File: src/rtl/rfs_pkg.sv
package rfs_pkg;

  typedef enum logic [2:0] {
    GR_LINE = 3'd0,
    GR_PAGE = 3'd1,
    GR_SEG  = 3'd2,
    GR_REG  = 3'd3,
    GR_CTX  = 3'd4,
    GR_NONE = 3'd5
  } gran_t;

  localparam int NUM_GRAN = 5;

  typedef enum logic [1:0] {
    CK_PAGE = 2'd0,
    CK_SEG  = 2'd1,
    CK_REG  = 2'd2,
    CK_CTX  = 2'd3
  } cmd_kind_t;

  // Flush space applied by the cache for a chosen granularity.
  function automatic cmd_kind_t kind_of(input gran_t g);
    case (g)
      GR_SEG:  return CK_SEG;
      GR_REG:  return CK_REG;
      GR_CTX:  return CK_CTX;
      default: return CK_PAGE;
    endcase
  endfunction

endpackage

File: src/rtl/rfs_classify.sv
module rfs_classify
  import rfs_pkg::*;
#(
  parameter int ADDR_W   = 32,
  parameter int LEN_W    = 32,
  parameter int LINE_SH  = 5,
  parameter int PAGE_SH  = 12,
  parameter int SEG_SH   = 18,
  parameter int REG_SH   = 24,
  parameter int CACHE_SH = 16,
  parameter int CW       = 12
) (
  input  logic [ADDR_W-1:0] base,
  input  logic [LEN_W-1:0]  len,
  output gran_t             gran,
  output logic [ADDR_W-1:0] start,
  output logic [CW-1:0]     count
);

  localparam int SW            = ((ADDR_W > LEN_W) ? ADDR_W : LEN_W) + 2;
  localparam int CACHE_LINES   = 1 << (CACHE_SH - LINE_SH);
  localparam int PAGE_LINES_SH = PAGE_SH - LINE_SH;
  localparam int PAGE_THRESH   = 1 << (CACHE_SH - PAGE_SH);

  // Number of 2**sh sized blocks touched by [a, a+l).
  function automatic logic [SW-1:0] units_spanned(input logic [ADDR_W-1:0] a,
                                                  input logic [LEN_W-1:0]  l,
                                                  input int                sh);
    logic [SW-1:0] mask;
    logic [SW-1:0] off;
    mask = (SW'(1) << sh) - SW'(1);
    off  = SW'(a) & mask;
    return (off + SW'(l) + mask) >> sh;
  endfunction

  function automatic logic [ADDR_W-1:0] align_down(input logic [ADDR_W-1:0] a,
                                                   input int                sh);
    logic [ADDR_W-1:0] keep;
    keep = {ADDR_W{1'b1}} << sh;
    return a & keep;
  endfunction

  logic [SW-1:0] lines_n, pages_n, segs_n, regs_n;
  logic          short_range;

  always_comb begin
    lines_n     = units_spanned(base, len, LINE_SH);
    pages_n     = units_spanned(base, len, PAGE_SH);
    segs_n      = units_spanned(base, len, SEG_SH);
    regs_n      = units_spanned(base, len, REG_SH);
    short_range = SW'(len) < (SW'(1) << PAGE_SH);

    if (short_range) begin
      gran  = GR_LINE;
      start = align_down(base, LINE_SH);
      count = CW'(lines_n);
    end else if (pages_n < SW'(PAGE_THRESH)) begin
      gran  = GR_PAGE;
      start = align_down(base, PAGE_SH);
      count = CW'(pages_n << PAGE_LINES_SH);
    end else if (segs_n == SW'(1)) begin
      gran  = GR_SEG;
      start = align_down(base, SEG_SH);
      count = CW'(CACHE_LINES);
    end else if (regs_n == SW'(1)) begin
      gran  = GR_REG;
      start = align_down(base, REG_SH);
      count = CW'(CACHE_LINES);
    end else begin
      gran  = GR_CTX;
      start = '0;
      count = CW'(CACHE_LINES);
    end
  end

endmodule

File: src/rtl/rfs_issue.sv
module rfs_issue
  import rfs_pkg::*;
#(
  parameter int ADDR_W  = 32,
  parameter int LINE_SH = 5,
  parameter int CW      = 12
) (
  input  logic              clk,
  input  logic              rst_n,
  input  logic              load,
  input  logic              skip,
  input  logic [ADDR_W-1:0] ld_start,
  input  logic [CW-1:0]     ld_count,
  input  cmd_kind_t         ld_kind,
  input  logic              cmd_ready,
  output logic              cmd_valid,
  output logic [ADDR_W-1:0] cmd_addr,
  output cmd_kind_t         cmd_kind,
  output logic              busy,
  output logic              done,
  output logic              hs,
  output logic              last_hs
);

  localparam logic [ADDR_W-1:0] LINE_STEP = ADDR_W'(1) << LINE_SH;

  logic [CW-1:0] remaining;

  assign cmd_valid = busy;
  assign hs        = busy && cmd_ready;
  assign last_hs   = hs && (remaining == CW'(1));

  always_ff @(posedge clk) begin
    if (!rst_n) begin
      busy      <= 1'b0;
      done      <= 1'b0;
      cmd_addr  <= '0;
      cmd_kind  <= CK_PAGE;
      remaining <= '0;
    end else begin
      done <= skip;
      if (load) begin
        busy      <= 1'b1;
        cmd_addr  <= ld_start;
        cmd_kind  <= ld_kind;
        remaining <= ld_count;
      end else if (hs) begin
        if (last_hs) begin
          busy <= 1'b0;
          done <= 1'b1;
        end else begin
          cmd_addr  <= cmd_addr + LINE_STEP;
          remaining <= remaining - CW'(1);
        end
      end
    end
  end

endmodule

File: src/rtl/rfs_stats.sv
module rfs_stats
  import rfs_pkg::*;
#(
  parameter int STAT_W = 16
) (
  input  logic                             clk,
  input  logic                             rst_n,
  input  logic                             inc,
  input  gran_t                            gran,
  output logic [STAT_W-1:0]                total,
  output logic [NUM_GRAN-1:0][STAT_W-1:0]  per_gran
);

  always_ff @(posedge clk) begin
    if (!rst_n)   total <= '0;
    else if (inc) total <= total + STAT_W'(1);
  end

  for (genvar g = 0; g < NUM_GRAN; g++) begin : g_cnt
    always_ff @(posedge clk) begin
      if (!rst_n)
        per_gran[g] <= '0;
      else if (inc && (gran == gran_t'(g)))
        per_gran[g] <= per_gran[g] + STAT_W'(1);
    end
  end

endmodule

File: src/rtl/range_flush_seq.sv
module range_flush_seq
  import rfs_pkg::*;
#(
  parameter int ADDR_W   = 32,
  parameter int LEN_W    = 32,
  parameter int LINE_SH  = 5,
  parameter int PAGE_SH  = 12,
  parameter int SEG_SH   = 18,
  parameter int REG_SH   = 24,
  parameter int CACHE_SH = 16,
  parameter int STAT_W   = 16
) (
  input  logic              clk,
  input  logic              rst_n,
  input  logic              cache_en,
  input  logic              req_valid,
  output logic              req_ready,
  input  logic [ADDR_W-1:0] req_base,
  input  logic [LEN_W-1:0]  req_len,
  output logic              cmd_valid,
  input  logic              cmd_ready,
  output logic [ADDR_W-1:0] cmd_addr,
  output logic [1:0]        cmd_kind,
  output logic              busy,
  output logic              done,
  output logic [STAT_W-1:0] cnt_total,
  output logic [STAT_W-1:0] cnt_line,
  output logic [STAT_W-1:0] cnt_page,
  output logic [STAT_W-1:0] cnt_seg,
  output logic [STAT_W-1:0] cnt_reg,
  output logic [STAT_W-1:0] cnt_ctx
);

  localparam int CACHE_LINES = 1 << (CACHE_SH - LINE_SH);
  localparam int PAGE_LINES  = 1 << (PAGE_SH - LINE_SH);
  localparam int CW          = $clog2(CACHE_LINES + PAGE_LINES + 2);

  // Named internal events, observed by the bound checker.
  gran_t                           cls_gran;
  gran_t                           eff_gran;
  logic [ADDR_W-1:0]               cls_start;
  logic [CW-1:0]                   cls_count;
  logic                            accept;
  logic                            no_work;
  logic                            load;
  logic                            skip;
  logic                            hs;
  logic                            last_hs;
  cmd_kind_t                       kind_q;
  logic [NUM_GRAN-1:0][STAT_W-1:0] per_gran;

  rfs_classify #(
    .ADDR_W(ADDR_W), .LEN_W(LEN_W), .LINE_SH(LINE_SH), .PAGE_SH(PAGE_SH),
    .SEG_SH(SEG_SH), .REG_SH(REG_SH), .CACHE_SH(CACHE_SH), .CW(CW)
  ) u_classify (
    .base  (req_base),
    .len   (req_len),
    .gran  (cls_gran),
    .start (cls_start),
    .count (cls_count)
  );

  assign req_ready = !busy;
  assign accept    = req_valid && req_ready;
  assign no_work   = !cache_en || (cls_count == '0);
  assign load      = accept && !no_work;
  assign skip      = accept && no_work;
  assign eff_gran  = cache_en ? cls_gran : GR_NONE;

  rfs_issue #(
    .ADDR_W(ADDR_W), .LINE_SH(LINE_SH), .CW(CW)
  ) u_issue (
    .clk       (clk),
    .rst_n     (rst_n),
    .load      (load),
    .skip      (skip),
    .ld_start  (cls_start),
    .ld_count  (cls_count),
    .ld_kind   (kind_of(cls_gran)),
    .cmd_ready (cmd_ready),
    .cmd_valid (cmd_valid),
    .cmd_addr  (cmd_addr),
    .cmd_kind  (kind_q),
    .busy      (busy),
    .done      (done),
    .hs        (hs),
    .last_hs   (last_hs)
  );

  assign cmd_kind = kind_q;

  rfs_stats #(
    .STAT_W(STAT_W)
  ) u_stats (
    .clk      (clk),
    .rst_n    (rst_n),
    .inc      (accept),
    .gran     (eff_gran),
    .total    (cnt_total),
    .per_gran (per_gran)
  );

  assign cnt_line = per_gran[GR_LINE];
  assign cnt_page = per_gran[GR_PAGE];
  assign cnt_seg  = per_gran[GR_SEG];
  assign cnt_reg  = per_gran[GR_REG];
  assign cnt_ctx  = per_gran[GR_CTX];

endmodule

File: config.mk
export PLATFORM = sky130hd
export DESIGN_NAME = range_flush_seq
export DESIGN_NICKNAME = d
export VERILOG_FILES = /design/src/rtl/rfs_pkg.sv /design/src/rtl/rfs_classify.sv /design/src/rtl/rfs_issue.sv /design/src/rtl/rfs_stats.sv /design/src/rtl/range_flush_seq.sv
export SDC_FILE = /design/constraint.sdc
export NUM_CORES = 1
export LEC_CHECK = 0
export BUFFER_PORTS_ARGS = -buffer_cell sky130_fd_sc_hd__clkbuf_2
export CAP_MARGIN = 20
export CELL_PAD_IN_SITES_DETAIL_PLACEMENT = 0
export CELL_PAD_IN_SITES_GLOBAL_PLACEMENT = 2
export CORE_ASPECT_RATIO = 1.5
export CORE_MARGIN = 8
export CORE_UTILIZATION = 35
export DETAILED_ROUTE_END_ITERATION = 8
export PLACE_DENSITY = 0.94
export SYNTH_ARGS = -nofsm -noshare
export SYNTH_HDL_FRONTEND = slang
export SYNTH_SLANG_ARGS = --single-unit
export TNS_END_PERCENT = 50
File: constraint.sdc
create_clock -name clk -period 7.7 [get_ports clk]
set_clock_uncertainty 0.05 [all_clocks]
set_input_delay 0.77 -clock clk [delete_from_list [all_inputs] [get_ports clk]]
set_output_delay 0.77 -clock clk [all_outputs]
set_load 0.02 [all_outputs]
==> results by group, run 1 <==
Power
  – Power density of the placed cells: 160 nW/um2
  – Max rail drop VDD: 0.132 mV
  – Switching power total: 0.000551 W
  – Static power due to leakage: 4.81 nW
  – Clock network fraction of design power: 0.444
  – Part of the total power dissipated in combinational logic: 0.180
  – Switching share of power: 0.280
  – Internal portion of total power: 0.00142 W
  – Share of power burned in registers: 0.376
  – Total design power: 0.00197 W

Synthesis
  – Most instantiated flip-flop cell in the synthesis netlist: sky130_fd_sc_hd__dfxtp_1
  – Count of warnings emitted by yosys: 0
  – Synth cell types: 86
  – Share of flip-flops with an asynchronous set or reset: 0
  – Number of synthesized flops with an enable pin: 0
  – Post-synthesis instance area: 10,400 um2
  – Sequential element share of the synthesized area: 0.267
  – Cells after Synth: 1,366
  – Flops & latches, synth: 139
  – Synthesized area per cell: 7.63 um2

Floorplanning
  – Total Die Area: 35,700 um2
  – Top-level port count: 203
  – Vertical die dimension: 227 um
  – Starting density of the core: 0.355
  – X dimension of the die: 157 um
  – Core ar.: 29,400 um2
  – Site row count: 77

Place
  – Area post-placement: 11,600 um2
  – PortBufs: 197
  – Final HPWL from detailed placement: 26,800 um
  – Weighted congestion reported at the end of routability-driven placement: 0.972

Cells and area
  – Leading cell type in the layout, fill and taps excluded: sky130_fd_sc_hd__clkbuf_2
  – Most frequent cells in the layout: sky130_fd_sc_hd__clkbuf_2, sky130_fd_sc_hd__nand2_1, sky130_fd_sc_hd__dfxtp_1
  – Share of layout cells above drive strength 1: 0.173
  – Diode insertion count for antenna repair: 0
  – Finished Cell Area: 12,300 um2
  – Synth-to-Final Area Change: 17.6%
  – Layout Nets: 1,623

Clocking
  – Clock tree root buffer cell: sky130_fd_sc_hd__clkbuf_16
  – Worst skew pair latency: 0.41 ns
  – Number of buffers added for setup after CTS: 0
  – H-tree lvl count: 4
  – Hold-fix buffers at CTS: 0
  – Buffers from clock root to sink, at most: 2
  – Num CTS Buffers: 17
  – TritonCTS clock tree: done
  – Quantity of gates resized following cts: 0
  – Clock transition at the registers of the reported paths: 0.06 ns
  – Clock sink total: 139

Critical path
  – Arrival time of data at the critical path endpoint: 6.28 ns
  – Cells traversed along the worst timing path: clkbuf_2 -> ha_1 -> fa_1 -> a211oi_2 -> o21ai_1 -> a41oi_2 -> and3_1 -> o221ai_1 -> o21bai_2 -> nor4b_2 -> mux2i_1 -> nor3_1 -> and3b_1 -> buf_4 -> nand3_1 -> nor4_1 -> mux2i_1
  – Worst Path Max Fanout: 23
  – WS Path Type: input port to register
  – CP delay by family, top: simple AND/OR/NAND/NOR gates
  – Critical path's largest stage delay: 0.63 ns
  – Data required time at the worst endpoint: 7.99 ns
  – Cell with the biggest individual delay on the critical path: sky130_fd_sc_hd__nand3_1
  – CP bufs+invs: 2
  – Type of destination of the critical path: register
  – Sort of element at the start of the critical path: input port
  – Critical Path Most Common Cell: sky130_fd_sc_hd__mux2i_1

STA
  – Endpoints failing hold: 0
  – Timing-limited maximum frequency: 0.167 GHz
  – Setup repair after global routing missed its margin: no
  – Share of the clock period used by the worst path: 0.778
  – Final Max Tran Viols: 0
  – Number of setup violations in the final report: 0
  – Normalized max-slew margin: 0.378
  – Aggregate negative setup slack: 0 ns
  – Final critical path time including I/O delays and setup: 5.99 ns
  – Worst Tran Pin Value: 0.931 ns

Routing
  – Overall routed net length: 34,000 um
  – Count of routing violations after the opening detailed-route iteration: 517
  – Detailed-route vias per instance: 5.53
  – First-pass DRT Iterations: 7
  – Drt drc: 0
  – Vias: 10,600
  – Routed wire per std cell: 17.8 um
  – Count of nets left with antenna violations after detail routing: 0

Global routing
  – Wire length of the first global-routing pass: 53,400 um
  – Vias in the first global route: 10,200
  – Antenna violations before repair: 0
  – Pin count of the biggest net entering global routing: 63
  – Global Route Usage Sum: 0.186
  – Leftover overflow at the end of global routing: 0

Worst hold path
  – Worst min-delay path class: register to register

Run status
  – Run status: finished clean

Job
  – Count of maximum capacitance violations: 0
path summary, 6_finish.rpt:
check                                           from                   end  slack [ns]  cells past startpoint
worst max-delay path                     req_base[0]  u_stats.per_gran[31]        1.71                     17
worst min-delay path            u_stats.per_gran[63]  u_stats.per_gran[63]        0.44                      2
worst max register to register          u_issue.busy  u_stats.per_gran[78]        4.53                      6
worst min register to register  u_stats.per_gran[63]  u_stats.per_gran[63]        0.44                      2
kinds of logic after synthesis:
logic type / synth area share
AO/OA/AOI/OAI: 0.208
XOR/XNOR: 0.102
adder cells (fa/ha/maj): 0.0523
buffers and inverters: 0.0512
flip-flops: 0.267
multiplexers: 0.0211
other: 0.000360
AND/OR/NAND/NOR: 0.298
routing by layer:
layer / vias to the layer above / track usage / routed length (um)
met3: 55 / 0.0228 / 1630
met4: 0 / 0.0793 / 995
li1: 5261 / - / -
met2: 293 / 0.339 / 17400
met1: 5003 / 0.213 / 14000
met5: - / 0 / 0
worst min-delay path, cell delays in order (launching register included):
cell and delay (ns):
sky130_fd_sc_hd__dfxtp_1 0.33, sky130_fd_sc_hd__nand2_1 0.06, sky130_fd_sc_hd__mux2i_1 0.05
stage by stage:
stage	utilization	hold slack [ns]	instances	worst slack, ns
after floorplan	-	0.490	1370	2.40
after global placement	0.396	0.408	1886	1.52
after detailed placement	0.396	0.422	1886	1.37
after CTS	0.417	0.431	1917	1.71
after global routing	0.417	0.452	1918	1.22
final	0.417	0.435	1918	1.71
cells in the mapped netlist, types with 9 or more instances:
library cell               instances  share of area
sky130_fd_sc_hd__and4_1           11         0.0092
sky130_fd_sc_hd__nand2b_1         33          0.020
sky130_fd_sc_hd__ha_1             42          0.050
sky130_fd_sc_hd__nor4_1           21          0.013
sky130_fd_sc_hd__buf_2            10         0.0048
sky130_fd_sc_hd__inv_1            48          0.017
sky130_fd_sc_hd__clkbuf_1         58          0.021
sky130_fd_sc_hd__nor2_1          114          0.041
sky130_fd_sc_hd__o21ai_0          56          0.027
sky130_fd_sc_hd__dfxtp_1         139           0.27
sky130_fd_sc_hd__o21a_1            9         0.0065
sky130_fd_sc_hd__a21oi_1          85          0.041
sky130_fd_sc_hd__and3_1           35          0.021
sky130_fd_sc_hd__xnor2_1          69          0.058
sky130_fd_sc_hd__and2_1           13         0.0078
sky130_fd_sc_hd__a31oi_1          19          0.011
sky130_fd_sc_hd__o31ai_1          15          0.011
sky130_fd_sc_hd__o41ai_1          12          0.010
sky130_fd_sc_hd__mux2i_1          22          0.021
sky130_fd_sc_hd__nand2_1         142          0.051
sky130_fd_sc_hd__or3_1            36          0.022
sky130_fd_sc_hd__or4_1            18          0.013
sky130_fd_sc_hd__nand4_1          36          0.022
sky130_fd_sc_hd__nor3_1           27          0.013
sky130_fd_sc_hd__o311ai_0         13          0.011
sky130_fd_sc_hd__a21o_1           15          0.011
sky130_fd_sc_hd__nor2b_1          11         0.0066
sky130_fd_sc_hd__nand3_1          68          0.033
sky130_fd_sc_hd__xor2_1           53          0.045
state kept, by name, summed over array words and instances (netlist names):
register and count:
u_issue.cmd_kind 2, u_issue.done 1, u_stats.per_gran 80, u_issue.busy 1
u_stats.total 16, u_issue.cmd_addr 27, u_issue.remaining 12
cell type report:
type | count | area, um2
sequential | 139 | 2780
multi-input combinational | 1101 | 7140
clock buffer | 20 | 457
clock inverter | 11 | 168
tap | 395 | 494
fill | 3085 | 17100
inverter | 48 | 181
timing repair buffer | 204 | 1040
power groups by stage:
stage	registers, W	logic [W]	clock network (W)
6_report	0.000740	0.000354	0.000874
5_1_grt	0.000741	0.000389	0.000928
4_1_cts	0.000740	0.000352	0.000897
3_5_place_dp	0.000756	0.000351	0
3_3_place_gp	0.000756	0.000349	0
2_1_floorplan	0.000759	0.000250	0
Note: power is estimated with default switching activity, not from simulation.
==> run 2: changes to the inputs <==
- CORE_UTILIZATION: 35 -> 29
- PLACE_DENSITY: 0.94 -> 0.84
- clock period: 7.7 -> 4.9 ns (I/O delays scaled with it)
==> results by group, run 2 (synthesis gave the netlist of run 1 again) <==
Run status
  – Run status: finished clean

Routing
  – Overall routed net length: 37,500 um (+10%)
  – First-pass DRT Iterations: 5 (-2)
  – Count of routing violations after the opening detailed-route iteration: 671 (+30%)
  – Routed wire per std cell: 17.2 um (-2.8%)
  – Vias: 11,300 (+6.4%)
  – Count of nets left with antenna violations after detail routing: 0 (unchanged)
  – Drt drc: 0 (unchanged)
  – Detailed-route vias per instance: 5.19 (-6.2%)

Critical path
  – CP bufs+invs: 4 (+2)
  – Cells traversed along the worst timing path: clkbuf_2 -> inv_1 -> ha_1 -> a21o_1 -> nand4_1 -> a211o_2 -> a311oi_4 -> xnor2_1 -> or4_4 -> nor4_2 -> mux2i_1 -> a211oi_2 -> and3b_1 -> buf_4 -> or3b_1 -> buf_12 -> or4_1 -> a21oi_1
  – WP depth: 18 (+1)
  – Register-to-Register Path Depth: 12 (+6)
  – Data required time at the worst endpoint: 5.21 ns (-2.78 ns)
  – WS Path Type: input port to register
  – Sort of element at the start of the critical path: input port
  – Arrival time of data at the critical path endpoint: 5.01 ns (-1.27 ns)
  – Cell with the biggest individual delay on the critical path: sky130_fd_sc_hd__or4_4
  – Type of destination of the critical path: register
  – Critical path's largest stage delay: 0.56 ns (-0.07 ns)
  – Worst Path Max Fanout: 17 (-26%)
  – CP delay by family, top: simple AND/OR/NAND/NOR gates

Place
  – Final HPWL from detailed placement: 30,500 um (+14%)
  – PortBufs: 197 (unchanged)
  – Weighted congestion reported at the end of routability-driven placement: 0.920 (-5.4%)

Cells and area
  – Layout Nets: 1,796 (+11%)
  – Synth-to-Final Area Change: 32.4%
  – Register name with the most flops: u_stats.per_gran
  – Combined area of the multi-input logic cells: 7230 um2 (+1.3%)
  – Leading cell type in the layout, fill and taps excluded: sky130_fd_sc_hd__clkbuf_2
  – Diode insertion count for antenna repair: 0 (unchanged)
  – Share of layout cells above drive strength 1: 0.264 (+0.0913)
  – Most frequent cells in the layout: sky130_fd_sc_hd__clkbuf_2, sky130_fd_sc_hd__buf_4, sky130_fd_sc_hd__nand2_1
  – Number of flip-flops in the largest register: 80 (unchanged)
  – Area used by sequential logic in the layout: 2780 um2 (unchanged)
  – Biggest registers after layout: u_stats.per_gran x80, u_issue.cmd_addr x27, u_stats.total x16
  – Filler Cells Inserted: 3,781 (+23%)

Clocking
  – Clock sink total: 139 (unchanged)
  – TritonCTS clock tree: done
  – Buffers from clock root to sink, at most: 2 (unchanged)
  – H-tree lvl count: 4 (unchanged)
  – Num CTS Buffers: 17 (unchanged)
  – Clock tree root buffer cell: sky130_fd_sc_hd__clkbuf_16
  – Worst skew pair latency: 0.44 ns (+0.03 ns)
  – Clock transition at the registers of the reported paths: 0.06 ns (about the same)

Floorplanning
  – Top-level port count: 203 (unchanged)
  – X dimension of the die: 171 um (+8.9%)
  – Vertical die dimension: 248 um (+9.2%)
  – Total Die Area: 42,400 um2 (+19%)
  – Site row count: 85 (+10%)
  – Core ar.: 35,600 um2 (+21%)
  – Starting density of the core: 0.293 (-0.0622)

Global routing
  – Vias in the first global route: 11,100 (+9.0%)
  – Antenna violations before repair: 0 (unchanged)
  – Global Route Usage Sum: 0.176 (-0.00999)
  – Pin count of the biggest net entering global routing: 59 (-6.3%)
  – Wire length of the first global-routing pass: 58,700 um (+10%)
  – Leftover overflow at the end of global routing: 0 (unchanged)

Power
  – Switching power total: 0.000988 W (+79%)
  – Internal portion of total power: 0.00218 W (+54%)
  – Power density of the placed cells: 229 nW/um2 (+43%)
  – Share of power burned in registers: 0.367 (-0.009)
  – Part of the total power dissipated in combinational logic: 0.224 (+0.044)
  – Total design power: 0.00317 W (+61%)
  – Clock network fraction of design power: 0.409 (-0.035)
  – Static power due to leakage: 5.65 nW (+17%)
  – Switching share of power: 0.312 (+0.0319)
  – Max rail drop VDD: 0.154 mV (+16%)

STA
  – Number of setup violations in the final report: 0 (unchanged)
  – Normalized max-slew margin: 0.556 (+0.178)
  – Share of the clock period used by the worst path: 0.958
  – Timing-limited maximum frequency: 0.213 GHz
  – Final critical path time including I/O delays and setup: 4.69 ns
  – Endpoints failing hold: 0 (unchanged)
  – Setup repair after global routing missed its margin: yes
  – Final Max Tran Viols: 0 (unchanged)
  – Aggregate negative setup slack: 0 ns (unchanged)
  – Worst Tran Pin Value: 0.666 ns (-0.265 ns)

Job
  – Count of maximum capacitance violations: 0 (unchanged)

Worst hold path
  – Worst Hold Path Cells: 3 (+1)
  – Worst min-delay path class: input port to register
==> run 2: cell count changes in the layout (fill, tap and decap cells not counted), moves of 3 or more <==
cell | previous run | this run
sky130_fd_sc_hd__bufinv_16 | 4 | 1
sky130_fd_sc_hd__clkinv_2 | 4 | 1
sky130_fd_sc_hd__inv_6 | 1 | 6
sky130_fd_sc_hd__buf_12 | 0 | 8
sky130_fd_sc_hd__nor4_1 | 21 | 18
sky130_fd_sc_hd__buf_4 | 6 | 172
sky130_fd_sc_hd__nor4_2 | 0 | 3
==> run 2: worst paths after layout <==
| check | from | endpoint | slack (ns) |
|---|---|---|---|
| max | req_base[1] | u_stats.per_gran[74] | 0.21 |
| min reg2reg | u_stats.per_gran[59] | u_stats.per_gran[59] | 0.43 |
| max reg2reg | u_issue.remaining[4] | u_issue.cmd_addr[16] | 1.76 |
| min | req_base[25] | u_issue.cmd_addr[25] | 0.24 |
==> run 2: metrics by stage <==
| step | worst slack, ns | hold WS [ns] | cell area (um2) | utilization | std cells |
|---|---|---|---|---|---|
| 3_5_place_dp | -0.459 | 0.423 | 13100 | 0.368 | 2140 |
| 5_1_grt | -0.00120 | 0.236 | 13800 | 0.388 | 2175 |
| 6_report | 0.205 | 0.240 | 13800 | 0.388 | 2175 |
| 3_3_place_gp | -0.374 | 0.405 | 13100 | 0.368 | 2140 |
| 2_1_floorplan | 0.0127 | 0.490 | 10400 | - | 1370 |
| 4_1_cts | 0.00155 | 0.216 | 13700 | 0.385 | 2173 |
==> run 2: tightest hold or removal path: stages <==
cell	delay, ns
sky130_fd_sc_hd__clkbuf_2	0.08
sky130_fd_sc_hd__inv_1	0.04
sky130_fd_sc_hd__o21ai_0	0.06
==> run 2: power by group through the flow <==
stage / sequential [W] / combinational (W) / clock [W]
5_1_grt: 0.00116 / 0.000773 / 0.00138
3_3_place_gp: 0.00119 / 0.000687 / 0
2_1_floorplan: 0.00119 / 0.000393 / 0
6_report: 0.00116 / 0.000709 / 0.00130
4_1_cts: 0.00116 / 0.000697 / 0.00133
3_5_place_dp: 0.00119 / 0.000693 / 0
==> run 2: area by class of cell <==
| cell class | count | area share |
|---|---|---|
| clock buffers | 17 | 0.0308 |
| flip-flops and latches | 139 | 0.202 |
| inverters | 48 | 0.0131 |
| well taps | 478 | 0.0433 |
| repair buffers | 377 | 0.177 |
| clock inverters | 15 | 0.0111 |
| multi-input cells | 1101 | 0.524 |
==> run 2: timing repair <==
item | CTS | global route
gates cloned | 0 | 0
hold endpoints to repair | 0 | 0
gates resized for setup | 1 | 14
setup buffers | 1 | 2
pin swaps | 1 | 4
hold buffers | 0 | 0
setup endpoints to repair | 2 | 103
==> run 2: per-layer routing <==
| metal | track usage | share of wire |
|---|---|---|
| met5 | 0 | 0 |
| met4 | 0.0890 | 0.044 |
| met3 | 0.0262 | 0.039 |
| met2 | 0.325 | 0.52 |
| met1 | 0.191 | 0.40 |
